[config.mk]
export PLATFORM = sky130hd
export DESIGN_NAME = permchk_top
export DESIGN_NICKNAME = d
export VERILOG_FILES = /design/src/rtl/permchk_pkg.sv /design/src/rtl/permchk_control.sv /design/src/rtl/permchk_datapath.sv /design/src/rtl/permchk_top.sv
export SDC_FILE = /design/constraint.sdc
export NUM_CORES = 1
export LEC_CHECK = 0
export CAP_MARGIN = 5
export CORE_MARGIN = 2
export CORE_UTILIZATION = 26
export CTS_CLUSTER_DIAMETER = 60
export CTS_CLUSTER_SIZE = 30
export DETAILED_ROUTE_END_ITERATION = 8
export PLACE_DENSITY = 0.71
export SLEW_MARGIN = 20
export SYNTH_ARGS = -nofsm -noshare
export SYNTH_HDL_FRONTEND = slang
export SYNTH_HIERARCHICAL = 1
export SYNTH_SLANG_ARGS = --single-unit
export TNS_END_PERCENT = 30
[constraint.sdc]
create_clock -name clk -period 0.8 [get_ports clk]
set_input_delay 0.12 -clock clk [delete_from_list [all_inputs] [get_ports clk]]
set_output_delay 0.12 -clock clk [all_outputs]
set_load 0.05 [all_outputs]
[src/rtl/permchk_pkg.sv]
package permchk_pkg;
  localparam int NS_BIT    = 3;
  localparam int AP1_BIT   = 4;
  localparam int AP2_BIT   = 5;
  localparam int PXN_BIT   = 11;
  localparam int XN_BIT    = 12;
  localparam int NSTBL_BIT = 4;

  typedef enum logic [1:0] {
    ACC_READ  = 2'd0,
    ACC_WRITE = 2'd1,
    ACC_FETCH = 2'd2,
    ACC_RSVD  = 2'd3
  } accKind_e;

  typedef enum logic [1:0] {
    FLT_NONE   = 2'd0,
    FLT_UNPRIV = 2'd1,
    FLT_WRITE  = 2'd2,
    FLT_FETCH  = 2'd3
  } faultKind_e;

  typedef struct packed {
    logic el01Rules;
    logic badEl;
    logic wide64;
    logic wantWrite;
    logic wantFetch;
    logic sifActive;
    logic wxnActive;
  } ctlStrobes_t;
endpackage

[src/rtl/permchk_control.sv]
module permchk_control
  import permchk_pkg::*;
(
  input  logic [1:0]  reqEl,
  input  logic        ctlIs64,
  input  logic        secure,
  input  logic [1:0]  accType,
  input  logic        sctlrWxnEl1,
  input  logic        sctlrWxnEl3,
  input  logic        scrSif,
  output ctlStrobes_t ctl
);
  accKind_e acc;
  logic     atEl01, atEl3;

  always_comb begin
    acc    = accKind_e'(accType);
    atEl01 = (reqEl == 2'd0) || (reqEl == 2'd1);
    atEl3  = (reqEl == 2'd3);

    ctl.el01Rules = atEl01;
    ctl.badEl     = (reqEl == 2'd2);
    ctl.wide64    = ctlIs64;
    ctl.wantWrite = (acc == ACC_WRITE);
    ctl.wantFetch = (acc == ACC_FETCH);
    ctl.sifActive = scrSif && ((atEl01 && secure) || atEl3);
    if (atEl01)
      ctl.wxnActive = sctlrWxnEl1;
    else if (atEl3)
      ctl.wxnActive = ctlIs64 && sctlrWxnEl3;
    else
      ctl.wxnActive = 1'b0;
  end
endmodule

[src/rtl/permchk_datapath.sv]
module permchk_datapath
  import permchk_pkg::*;
#(
  parameter int ATTR_W = 13,
  parameter int TBL_W  = 5
) (
  input  logic              clk,
  input  logic              rstN,
  input  logic              reqValid,
  input  ctlStrobes_t       ctl,
  input  logic              isUser,
  input  logic              sctlrUwxnEl1,
  input  logic [ATTR_W-1:0] descAttr,
  input  logic [TBL_W-1:0]  tableAttr,
  output logic              rspValid,
  output logic              rspRead,
  output logic              rspWrite,
  output logic              rspExec,
  output logic              rspFault,
  output logic [1:0]        rspKind,
  output logic              rspUnsupported
);
  logic ap1, ap2, nsEff, pxnRaw, xnRaw, userWritable;
  logic pxnEff, xnEff, canExec, unprivDenied;
  logic nextRead, nextWrite, nextExec;
  faultKind_e nextKind;

  always_comb begin
    ap1          = descAttr[AP1_BIT];
    ap2          = descAttr[AP2_BIT];
    nsEff        = descAttr[NS_BIT] | tableAttr[NSTBL_BIT];
    pxnRaw       = descAttr[PXN_BIT];
    xnRaw        = descAttr[XN_BIT];
    userWritable = ap1 & ~ap2;

    pxnEff = pxnRaw;
    xnEff  = xnRaw;
    if (ctl.el01Rules) begin
      if (ctl.wide64) begin
        pxnEff = pxnRaw | userWritable;
        xnEff  = isUser ? xnRaw : pxnEff;
      end else begin
        pxnEff = pxnRaw | (sctlrUwxnEl1 & userWritable);
        xnEff  = xnRaw | (~isUser & pxnEff);
      end
    end
    if (ctl.sifActive && nsEff) xnEff = 1'b1;

    canExec      = ~xnEff & ~(~ap2 & ctl.wxnActive);
    unprivDenied = isUser & ~ap1;

    if (ctl.badEl || unprivDenied) begin
      nextRead  = 1'b0;
      nextWrite = 1'b0;
      nextExec  = 1'b0;
    end else begin
      nextRead  = 1'b1;
      nextWrite = ~ap2;
      nextExec  = canExec;
    end

    if (ctl.badEl)                       nextKind = FLT_NONE;
    else if (unprivDenied)               nextKind = FLT_UNPRIV;
    else if (ctl.wantWrite && ap2)       nextKind = FLT_WRITE;
    else if (ctl.wantFetch && !canExec)  nextKind = FLT_FETCH;
    else                                 nextKind = FLT_NONE;
  end

  always_ff @(posedge clk or negedge rstN) begin
    if (!rstN) begin
      rspValid       <= 1'b0;
      rspRead        <= 1'b0;
      rspWrite       <= 1'b0;
      rspExec        <= 1'b0;
      rspFault       <= 1'b0;
      rspKind        <= 2'd0;
      rspUnsupported <= 1'b0;
    end else begin
      rspValid       <= reqValid;
      rspRead        <= reqValid & nextRead;
      rspWrite       <= reqValid & nextWrite;
      rspExec        <= reqValid & nextExec;
      rspFault       <= reqValid & (nextKind != FLT_NONE);
      rspKind        <= reqValid ? nextKind : FLT_NONE;
      rspUnsupported <= reqValid & ctl.badEl;
    end
  end
endmodule

[src/rtl/permchk_top.sv]
module permchk_top
  import permchk_pkg::*;
#(
  parameter int ATTR_W = 13,
  parameter int TBL_W  = 5
) (
  input  logic              clk,
  input  logic              rstN,
  input  logic              reqValid,
  input  logic [1:0]        reqEl,
  input  logic              ctlIs64,
  input  logic              secure,
  input  logic [1:0]        accType,
  input  logic              isUser,
  input  logic [ATTR_W-1:0] descAttr,
  input  logic [TBL_W-1:0]  tableAttr,
  input  logic              sctlrWxnEl1,
  input  logic              sctlrUwxnEl1,
  input  logic              sctlrWxnEl3,
  input  logic              scrSif,
  output logic              rspValid,
  output logic              rspRead,
  output logic              rspWrite,
  output logic              rspExec,
  output logic              rspFault,
  output logic [1:0]        rspKind,
  output logic              rspUnsupported
);
  ctlStrobes_t ctl;

  permchk_control u_ctl (
    .reqEl(reqEl), .ctlIs64(ctlIs64), .secure(secure), .accType(accType),
    .sctlrWxnEl1(sctlrWxnEl1), .sctlrWxnEl3(sctlrWxnEl3), .scrSif(scrSif),
    .ctl(ctl)
  );

  permchk_datapath #(.ATTR_W(ATTR_W), .TBL_W(TBL_W)) u_dp (
    .clk(clk), .rstN(rstN), .reqValid(reqValid), .ctl(ctl), .isUser(isUser),
    .sctlrUwxnEl1(sctlrUwxnEl1), .descAttr(descAttr), .tableAttr(tableAttr),
    .rspValid(rspValid), .rspRead(rspRead), .rspWrite(rspWrite),
    .rspExec(rspExec), .rspFault(rspFault), .rspKind(rspKind),
    .rspUnsupported(rspUnsupported)
  );
endmodule

==> results.cfg, run 1 <==
[die]
initial_core_utilization = 0.279
dieHeight_um = 44.5
top_level_ports = 40
floorplan.die_area_mm2 = 0.00198
num_rows = 14
die_x_um = 44.5
fp.coreArea_mm2 = 0.00152

[critical_path]
timing.critical_path.required_ns = 0.68
arrival_ns = 0.80
crit_path_launch_type = flip-flop
crit_path_end = rspFault
crit_path_max_incr_delay_ns = 0.39
critical_path.n_buffers_inverters = 1
critical_path_peak_fanout = 1
crit_path_end_kind = primary output
path_delay_family = flip-flops
cp_num_cells = 1
critical-path-slowest-cell = sky130_fd_sc_hd__dfrtp_1
path_class = flip-flop to primary output
path_cells = buf_12
critical_path.startpoint = u_dp/rspFault

[routing]
drtPass1Iterations = 2
wl_per_cell_um = 10.6
detail_route.drc_violations = 0
drt-vias-per-instance = 4.70
detail_route.iter0.violations = 1
vias = 442
route.final.wire_length_um = 999
antenna_violating_nets_post_route = 0

[placement]
numPlacedInstances = 90
port_buffer_count = 27
gpl.final_weighted_congestion = 0.658
dpl_wire_length_um = 841

[synth]
synth_mux_area_frac = 0.0235
yosys.area_share.simple = 0.238
post_synth_num_cell_types = 20
synthXorXnorAreaFrac = 0
mappedNetlistArea_um2 = 425
synth_compound_area_frac = 0.197
postSynthCellCount = 43
yosys_warnings = 6
adder_cell_area_share_of_the_yosys_netlist = 0
ys_seq_elements = 8
main_combinational_cell_family_by_area_after_synthesis = simple AND/OR/NAND/NOR gates
synth.avg_cell_area_um2 = 9.89
synthesis.nets = 75
synth_sequential_area_ratio = 0.471

[sta]
drv_slew = 0
achievable_frequency_mhz = 1080
timing.max_slew.rel_slack = 0.783
setup_violations = 12
grt_setup_unrepaired = true
timing_worst_slew_pin_value_ns = 0.324
setup_slack_ns = -0.122
hold_viol = 0
timing.hold.ws_ns = 0.126
post-route-period-util = 1.15
totalNegativeSetupSlack_ns = -1.35
time_the_worst_path_needs_with_i_o_delays_and_setup_ns = 0.922

[pwr]
vdd.ir_drop.worst_mv = 0.448
leakagePower_nw = 0.441
power_per_cell_area_mw_per_mm2 = 1270
p_total_w = 0.00118

[clock_tree]
cts.path.max_buffers = 2
h-tree-depth = 1
numCtsBuffers = 3
number_of_clock_sinks_seen_by_cts = 8
cts.clk_slew.worst_paths_ns = 0.05
cts_tree = built
root_buf_cell = sky130_fd_sc_hd__clkbuf_4

[final_layout]
commonest_cells_after_routing_fill_and_taps_aside = 10 x sky130_fd_sc_hd__dlygate4sd2_1, 8 x sky130_fd_sc_hd__buf_12, 8 x sky130_fd_sc_hd__dfrtp_1
syn_to_final_growth_pct = 119
final_cells = 94
final_layout_size_suffix_gt1_frac = 0.487
final_net_count = 112
final_common_cell = sky130_fd_sc_hd__dlygate4sd2_1
antenna-diode-count = 0

[worst_hold_path]
hold_class = input pin to asynchronous set/reset pin

[global_routing]
globalRoute.busiestLayer = met2
maximum_number_of_pins_on_one_net_before_global_route_repair = 9
met3_track_utilization_from_global_routing = 0.0408
globalRouteTotalUtil = 0.135
gr-total-overflow = 0
grt.met1_usage = 0.126
grt_first_pass_wirelength_mm = 1.85
grt_antenna_before_repair = 0
grt_pass1_vias = 483
use_met2 = 0.241

[outcome]
status = finished, violations left
failed_checks = negative setup slack

[run]
timing.max_cap.violations = 0
## final cells by class
| class | count | area (um2) |
|---|---|---|
| clock buffers | 3 | 22.5 |
| well taps | 16 | 20.0 |
| repair buffers | 34 | 388 |
| flip-flops and latches | 8 | 200 |
| fillers | 141 | 593 |
| multi-input cells | 29 | 278 |
| inverters | 4 | 22.5 |
## worst min path at each step
stage,start,to,cells past startpoint
6_report,rstN,u_dp/rspKind[0],1
5_1_grt,rstN,u_dp/rspKind[0],1
4_1_cts,rstN,u_dp/rspKind[0],1
3_5_place_dp,rstN,u_dp/rspKind[0],1
3_3_place_gp,rstN,u_dp/rspKind[0],1
2_1_floorplan,rstN,u_dp/rspExec,0
## synth_stat cells (all sizes together)
library cell  n  area, um2
dfrtp         8        200
nor2b         5       31.3
inv           4       15.0
o21ai         4       20.0
and2          3       20.0
nor2          3       11.3
buf           2       15.0
nand2         2       7.51
nand2b        2       12.5
a211oi        1       12.5
a21boi        1       7.51
and2b         1       7.51
mux2i         1       10.0
nand4         1       6.26
nor3          1       5.00
o21bai        1       11.3
o2bb2ai       1       8.76
o31ai         1       7.51
o41ai         1       16.3
## cells by family after synthesis
family / after synthesis
flip-flops: 8
multiplexers: 1
AND/OR/NAND/NOR: 18
AO/OA/AOI/OAI: 10
buffers and inverters: 6
## sequential cells by signal, summed over array words and instances (netlist names)
| name | cells |
|---|---|
| u_dp/rspKind | 2 |
| u_dp/rspValid | 1 |
| u_dp/rspWrite | 1 |
| u_dp/rspRead | 1 |
| u_dp/rspUnsupported | 1 |
| u_dp/rspFault | 1 |
| u_dp/rspExec | 1 |
## power breakdown
group | switching, W | total (W) | internal (W) | leakage [nW]
clock network | 0.000133 | 0.000304 | 0.000171 | 0.0138
logic | 0.000201 | 0.000434 | 0.000232 | 0.323
registers | 0.0000176 | 0.000445 | 0.000428 | 0.105
## layer usage
layer / share of wire / up-vias
met5: 0 / -
met4: 0.038 / 0
met3: 0.077 / 5
met2: 0.54 / 24
met1: 0.35 / 202
li1: - / 211
## repair_timing
action / 4_1_cts / 5_1_grt
hold buffers: 0 / 0
resized for setup: 48 / 5
endpoints found under the setup margin: 15 / 12
pin swaps: 11 / 8
buffers inserted: 0 / 1
## metrics by stage
stage               setup WS (ns)  cell area, um2   util
global placement           -0.764             847  0.556
global route               -0.156             931  0.611
finish                     -0.122             931  0.611
detailed placement         -0.798             847  0.556
CTS                        -0.133             906  0.594
floorplan                  -0.118             450      -
Note: power is estimated with default switching activity, not from simulation.
==> run 2, diff against run 1 <==
--- a/config.mk
+++ b/config.mk
@@ -12,6 +12,7 @@
 export CTS_CLUSTER_SIZE = 30
 export DETAILED_ROUTE_END_ITERATION = 8
 export PLACE_DENSITY = 0.71
+export RECOVER_POWER = 50
 export SLEW_MARGIN = 20
 export SYNTH_ARGS = -nofsm -noshare
 export SYNTH_HDL_FRONTEND = slang
==> results.cfg, run 2 (synthesis gave the netlist of run 1 again) <==
[outcome]
status = finished, violations left
failed_checks = negative setup slack

[global_routing]
grt_pass1_vias = 483
grt_antenna_before_repair = 0
globalRouteTotalUtil = 0.135
gr-total-overflow = 0
maximum_number_of_pins_on_one_net_before_global_route_repair = 9
grt_first_pass_wirelength_mm = 1.85

[critical_path]
timing.critical_path.required_ns = 0.68
crit_path_launch_type = flip-flop
critical_path.n_buffers_inverters = 1
crit_path_end_kind = primary output
arrival_ns = 0.80
critical-path-slowest-cell = sky130_fd_sc_hd__dfrtp_1
path_class = flip-flop to primary output
critical_path_peak_fanout = 1
path_delay_family = flip-flops
path_cells = buf_12
crit_path_max_incr_delay_ns = 0.39

[final_layout]
fill_cells = 141
final_net_count = 112
largest_reg_flops = 2
final_common_cell = sky130_fd_sc_hd__dlygate4sd2_1
antenna-diode-count = 0
final_layout_size_suffix_gt1_frac = 0.487
syn_to_final_growth_pct = 119
largest_register = u_dp/rspKind
commonest_cells_after_routing_fill_and_taps_aside = 10 x sky130_fd_sc_hd__dlygate4sd2_1, 8 x sky130_fd_sc_hd__buf_12, 8 x sky130_fd_sc_hd__dfrtp_1

[clock_tree]
numCtsBuffers = 3
cts_tree = built
cts.path.max_buffers = 2
number_of_clock_sinks_seen_by_cts = 8
h-tree-depth = 1
cts.clk_slew.worst_paths_ns = 0.05
root_buf_cell = sky130_fd_sc_hd__clkbuf_4

[die]
num_rows = 14
floorplan.die_area_mm2 = 0.00198
dieHeight_um = 44.5
top_level_ports = 40
die_x_um = 44.5
fp.coreArea_mm2 = 0.00152
initial_core_utilization = 0.279

[sta]
achievable_frequency_mhz = 1080
setup_violations = 12
post-route-period-util = 1.15
setup_slack_ns = -0.122
drv_slew = 0
hold_viol = 0
time_the_worst_path_needs_with_i_o_delays_and_setup_ns = 0.922
timing_worst_slew_pin_value_ns = 0.329
timing.max_slew.rel_slack = 0.780
grt_setup_unrepaired = true

[routing]
wl_per_cell_um = 10.6
antenna_violating_nets_post_route = 0
drt-vias-per-instance = 4.70
vias = 442
route.final.wire_length_um = 999
drtPass1Iterations = 2
detail_route.drc_violations = 0
detail_route.iter0.violations = 1

[placement]
port_buffer_count = 27
dpl_wire_length_um = 841
gpl.final_weighted_congestion = 0.658
place_worst_setup_slack_ns = -0.798

[worst_hold_path]
hold_class = input pin to asynchronous set/reset pin

[pwr]
comb_power_share = 0.366
power.sequential.fraction = 0.377
leakagePower_nw = 0.442
share_of_total_power_consumed_by_net_switching = 0.298
power.switching_w = 0.000352
power_per_cell_area_mw_per_mm2 = 1270
vdd.ir_drop.worst_mv = 0.448
cell_internal_pwr_w = 0.000830
p_total_w = 0.00118
pwr-share-clk = 0.257

[run]
timing.max_cap.violations = 0
==> run 2: changes by cell type in the layout (fill, tap and decap cells not counted) <==
cell                              change
sky130_fd_sc_hd__clkdlybuf4s50_1      -1
sky130_fd_sc_hd__dlygate4sd3_1        +1
==> run 2: final cells by class <==
| cell class | instances | area (um2) | share of cell area |
|---|---|---|---|
| clock buffers | 3 | 22.5 | 0.0242 |
| flip-flops and latches | 8 | 200 | 0.215 |
| repair buffers | 34 | 388 | 0.417 |
| multi-input cells | 29 | 278 | 0.298 |
| well taps | 16 | 20.0 | 0.0215 |
| inverters | 4 | 22.5 | 0.0242 |
==> run 2: worst max-delay path by stage <==
stage	from	to	slack, ns	depth (start not counted)
floorplan	reqEl[1]	u_dp/rspExec	-0.12	6
global placement	reqEl[1]	u_dp/rspExec	-0.76	7
detailed placement	reqEl[1]	u_dp/rspKind[1]	-0.80	7
CTS	u_dp/rspFault	rspFault	-0.13	1
global route	u_dp/rspFault	rspFault	-0.16	1
finish	u_dp/rspFault	rspFault	-0.12	1
==> run 2: through the flow <==
stage,std cells,instance area (um2),util,setup TNS [ns],hold slack [ns]
6_report,94,931,0.611,-1.35,0.197
3_3_place_gp,90,847,0.556,-4.54,0.400
3_5_place_dp,90,847,0.556,-4.74,0.409
5_1_grt,94,931,0.611,-1.69,0.211
2_1_floorplan,43,450,-,-0.430,-0.176
4_1_cts,93,906,0.594,-1.37,0.142
==> run 2: power by group through the flow <==
| stage | Combinational, W | Sequential [W] | Clock (W) |
|---|---|---|---|
| floorplan | 0.0000919 | 0.000520 | 0 |
| global placement | 0.000398 | 0.000452 | 0 |
| detailed placement | 0.000404 | 0.000453 | 0 |
| CTS | 0.000421 | 0.000446 | 0.000310 |
| global route | 0.000460 | 0.000448 | 0.000338 |
| finish | 0.000433 | 0.000445 | 0.000304 |
==> run 2: metal layers <==
metal | wire, um | global-route usage | vias to the layer above
met5 | 0 | 0 | -
met4 | 38 | 0.109 | 0
met3 | 76 | 0.0408 | 5
met2 | 535 | 0.241 | 24
met1 | 348 | 0.126 | 202
li1 | - | - | 211
==> run 2: what timing repair did <==
action	CTS	global route
pin swaps	11	8
buffers inserted	0	1
hold buffers	0	0
endpoints found under the setup margin	15	12
resized for setup	48	5
==> run 3, diff against run 2 <==
--- a/config.mk
+++ b/config.mk
@@ -5,6 +5,7 @@
 export SDC_FILE = /design/constraint.sdc
 export NUM_CORES = 1
 export LEC_CHECK = 0
+export ABC_CLOCK_PERIOD_IN_PS = 800
 export CAP_MARGIN = 5
 export CORE_MARGIN = 2
 export CORE_UTILIZATION = 26
@@ -13,7 +14,8 @@
 export DETAILED_ROUTE_END_ITERATION = 8
 export PLACE_DENSITY = 0.71
 export RECOVER_POWER = 50
-export SLEW_MARGIN = 20
+export SETUP_SLACK_MARGIN = 0.4
+export SLEW_MARGIN = 10
 export SYNTH_ARGS = -nofsm -noshare
 export SYNTH_HDL_FRONTEND = slang
 export SYNTH_HIERARCHICAL = 1
==> results.cfg, run 3 (synthesis gave the netlist of run 1 again) <==
[outcome]
status = finished, violations left
failed_checks = negative hold slack, negative setup slack

[clock_tree]
numCtsBuffers = 3
cts.path.max_buffers = 2
number_of_clock_sinks_seen_by_cts = 8
cts.clk_slew.worst_paths_ns = 0.05
h-tree-depth = 1
cts_tree = built
root_buf_cell = sky130_fd_sc_hd__clkbuf_4

[final_layout]
final_common_cell = sky130_fd_sc_hd__dlygate4sd2_1
finish.utilization = 0.600
final_layout_size_suffix_gt1_frac = 0.577
largest_register = u_dp/rspKind
antenna-diode-count = 0
register_area_um2 = 200
syn_to_final_growth_pct = 115
fill_cells = 141
multiInputGateArea_um2 = 278
commonest_cells_after_routing_fill_and_taps_aside = 9 x sky130_fd_sc_hd__dlygate4sd2_1, 8 x sky130_fd_sc_hd__buf_12, 8 x sky130_fd_sc_hd__dfrtp_1
final_cells = 94
final_net_count = 112
largest_reg_flops = 2

[placement]
gpl.final_weighted_congestion = 0.671
port_buffer_count = 27
dpl_wire_length_um = 896
numPlacedInstances = 89

[global_routing]
grt_antenna_before_repair = 0
grt.met1_usage = 0.120
maximum_number_of_pins_on_one_net_before_global_route_repair = 9
use_met2 = 0.282
grt_first_pass_wirelength_mm = 1.90
gr-total-overflow = 0
met3_track_utilization_from_global_routing = 0.0286
globalRouteTotalUtil = 0.138
grt_pass1_vias = 484
globalRoute.busiestLayer = met2

[pwr]
vdd.ir_drop.worst_mv = 0.402
power_per_cell_area_mw_per_mm2 = 1290
leakagePower_nw = 0.439

[sta]
timing.max_slew.rel_slack = 0.779
timing_worst_slew_pin_value_ns = 0.331
achievable_frequency_mhz = 998
hold_viol = 8
setup_violations = 12
setup_slack_ns = -0.202
time_the_worst_path_needs_with_i_o_delays_and_setup_ns = 1.00
post-route-period-util = 1.25
drv_slew = 0
timing.hold.ws_ns = -0.128
grt_setup_unrepaired = true

[routing]
drt-vias-per-instance = 4.72
detail_route.iter0.violations = 0
detail_route.drc_violations = 0
wl_per_cell_um = 11.9
route.final.wire_length_mm = 1.12
vias = 444
antenna_violating_nets_post_route = 0
drtPass1Iterations = 1

[critical_path]
crit_path_end_kind = flip-flop
timing.critical_path.required_ns = 0.99
critical_path_peak_fanout = 4
crit_path_launch_type = input pin
path_class = input pin to flip-flop
arrival_ns = 1.19

[die]
num_rows = 14
die_x_um = 44.5
initial_core_utilization = 0.279
top_level_ports = 40
dieHeight_um = 44.5
floorplan.die_area_mm2 = 0.00198
fp.coreArea_mm2 = 0.00152

[run]
timing.max_cap.violations = 0

[worst_hold_path]
hold_class = input pin to asynchronous set/reset pin
[run 3: per-layer routing]
| metal | routed length (um) | vias to the layer above |
|---|---|---|
| met4 | 0 | 0 |
| met2 | 682 | 20 |
| met5 | 0 | - |
| met3 | 67 | 0 |
| met1 | 366 | 209 |
| li1 | - | 215 |
[run 3: report_power, final]
part | internal (W) | switching (W)
Combinational | 0.000235 | 0.000206
Sequential | 0.000428 | 0.0000178
Clock | 0.000170 | 0.000119
[run 3: cell type report]
type	instances	share of cell area
clock buffers	3	0.0246
inverters	4	0.0246
multi-input cells	29	0.304
flip-flops and latches	8	0.219
well taps	16	0.0219
repair buffers	34	0.406
[run 3: how the worst max path moves through the flow]
stage | start | to | slack [ns] | cells after the start
floorplan | reqEl[1] | u_dp/rspExec | -0.12 | 6
global route | reqEl[1] | u_dp/rspExec | -0.20 | 9
finish | reqEl[1] | u_dp/rspExec | -0.20 | 9
detailed placement | reqEl[1] | u_dp/rspKind[0] | -0.83 | 7
CTS | scrSif | u_dp/rspExec | -0.15 | 8
global placement | reqEl[1] | u_dp/rspExec | -0.78 | 7
[run 3: critical path, cell delays in order]
cell and delay (ns):
sky130_fd_sc_hd__buf_8 0.10, sky130_fd_sc_hd__buf_6 0.12, sky130_fd_sc_hd__inv_8 0.04, sky130_fd_sc_hd__nor2b_4 0.15, sky130_fd_sc_hd__a21boi_2 0.07, sky130_fd_sc_hd__a211oi_2 0.20
sky130_fd_sc_hd__buf_4 0.17, sky130_fd_sc_hd__buf_6 0.10, sky130_fd_sc_hd__and2_4 0.12
[run 3: stage by stage]
stage	hold slack [ns]	setup slack (ns)	power, W	area [um2]	setup TNS, ns
floorplan	-0.176	-0.118	0.000612	450	-0.430
global placement	0.400	-0.783	0.000846	840	-4.67
detailed placement	0.414	-0.830	0.000856	840	-5.01
CTS	-0.122	-0.155	0.00119	920	-1.49
global route	-0.119	-0.203	0.00124	915	-1.79
finish	-0.128	-0.202	0.00118	915	-1.49
[run 3: what timing repair did]
item | 4_1_cts | 5_1_grt
setup endpoints to repair | 24 | 15
pin swaps | 10 | 3
buffers inserted | 2 | 0
gates resized for setup | 67 | 2
endpoints found under the hold margin | 8 | 8
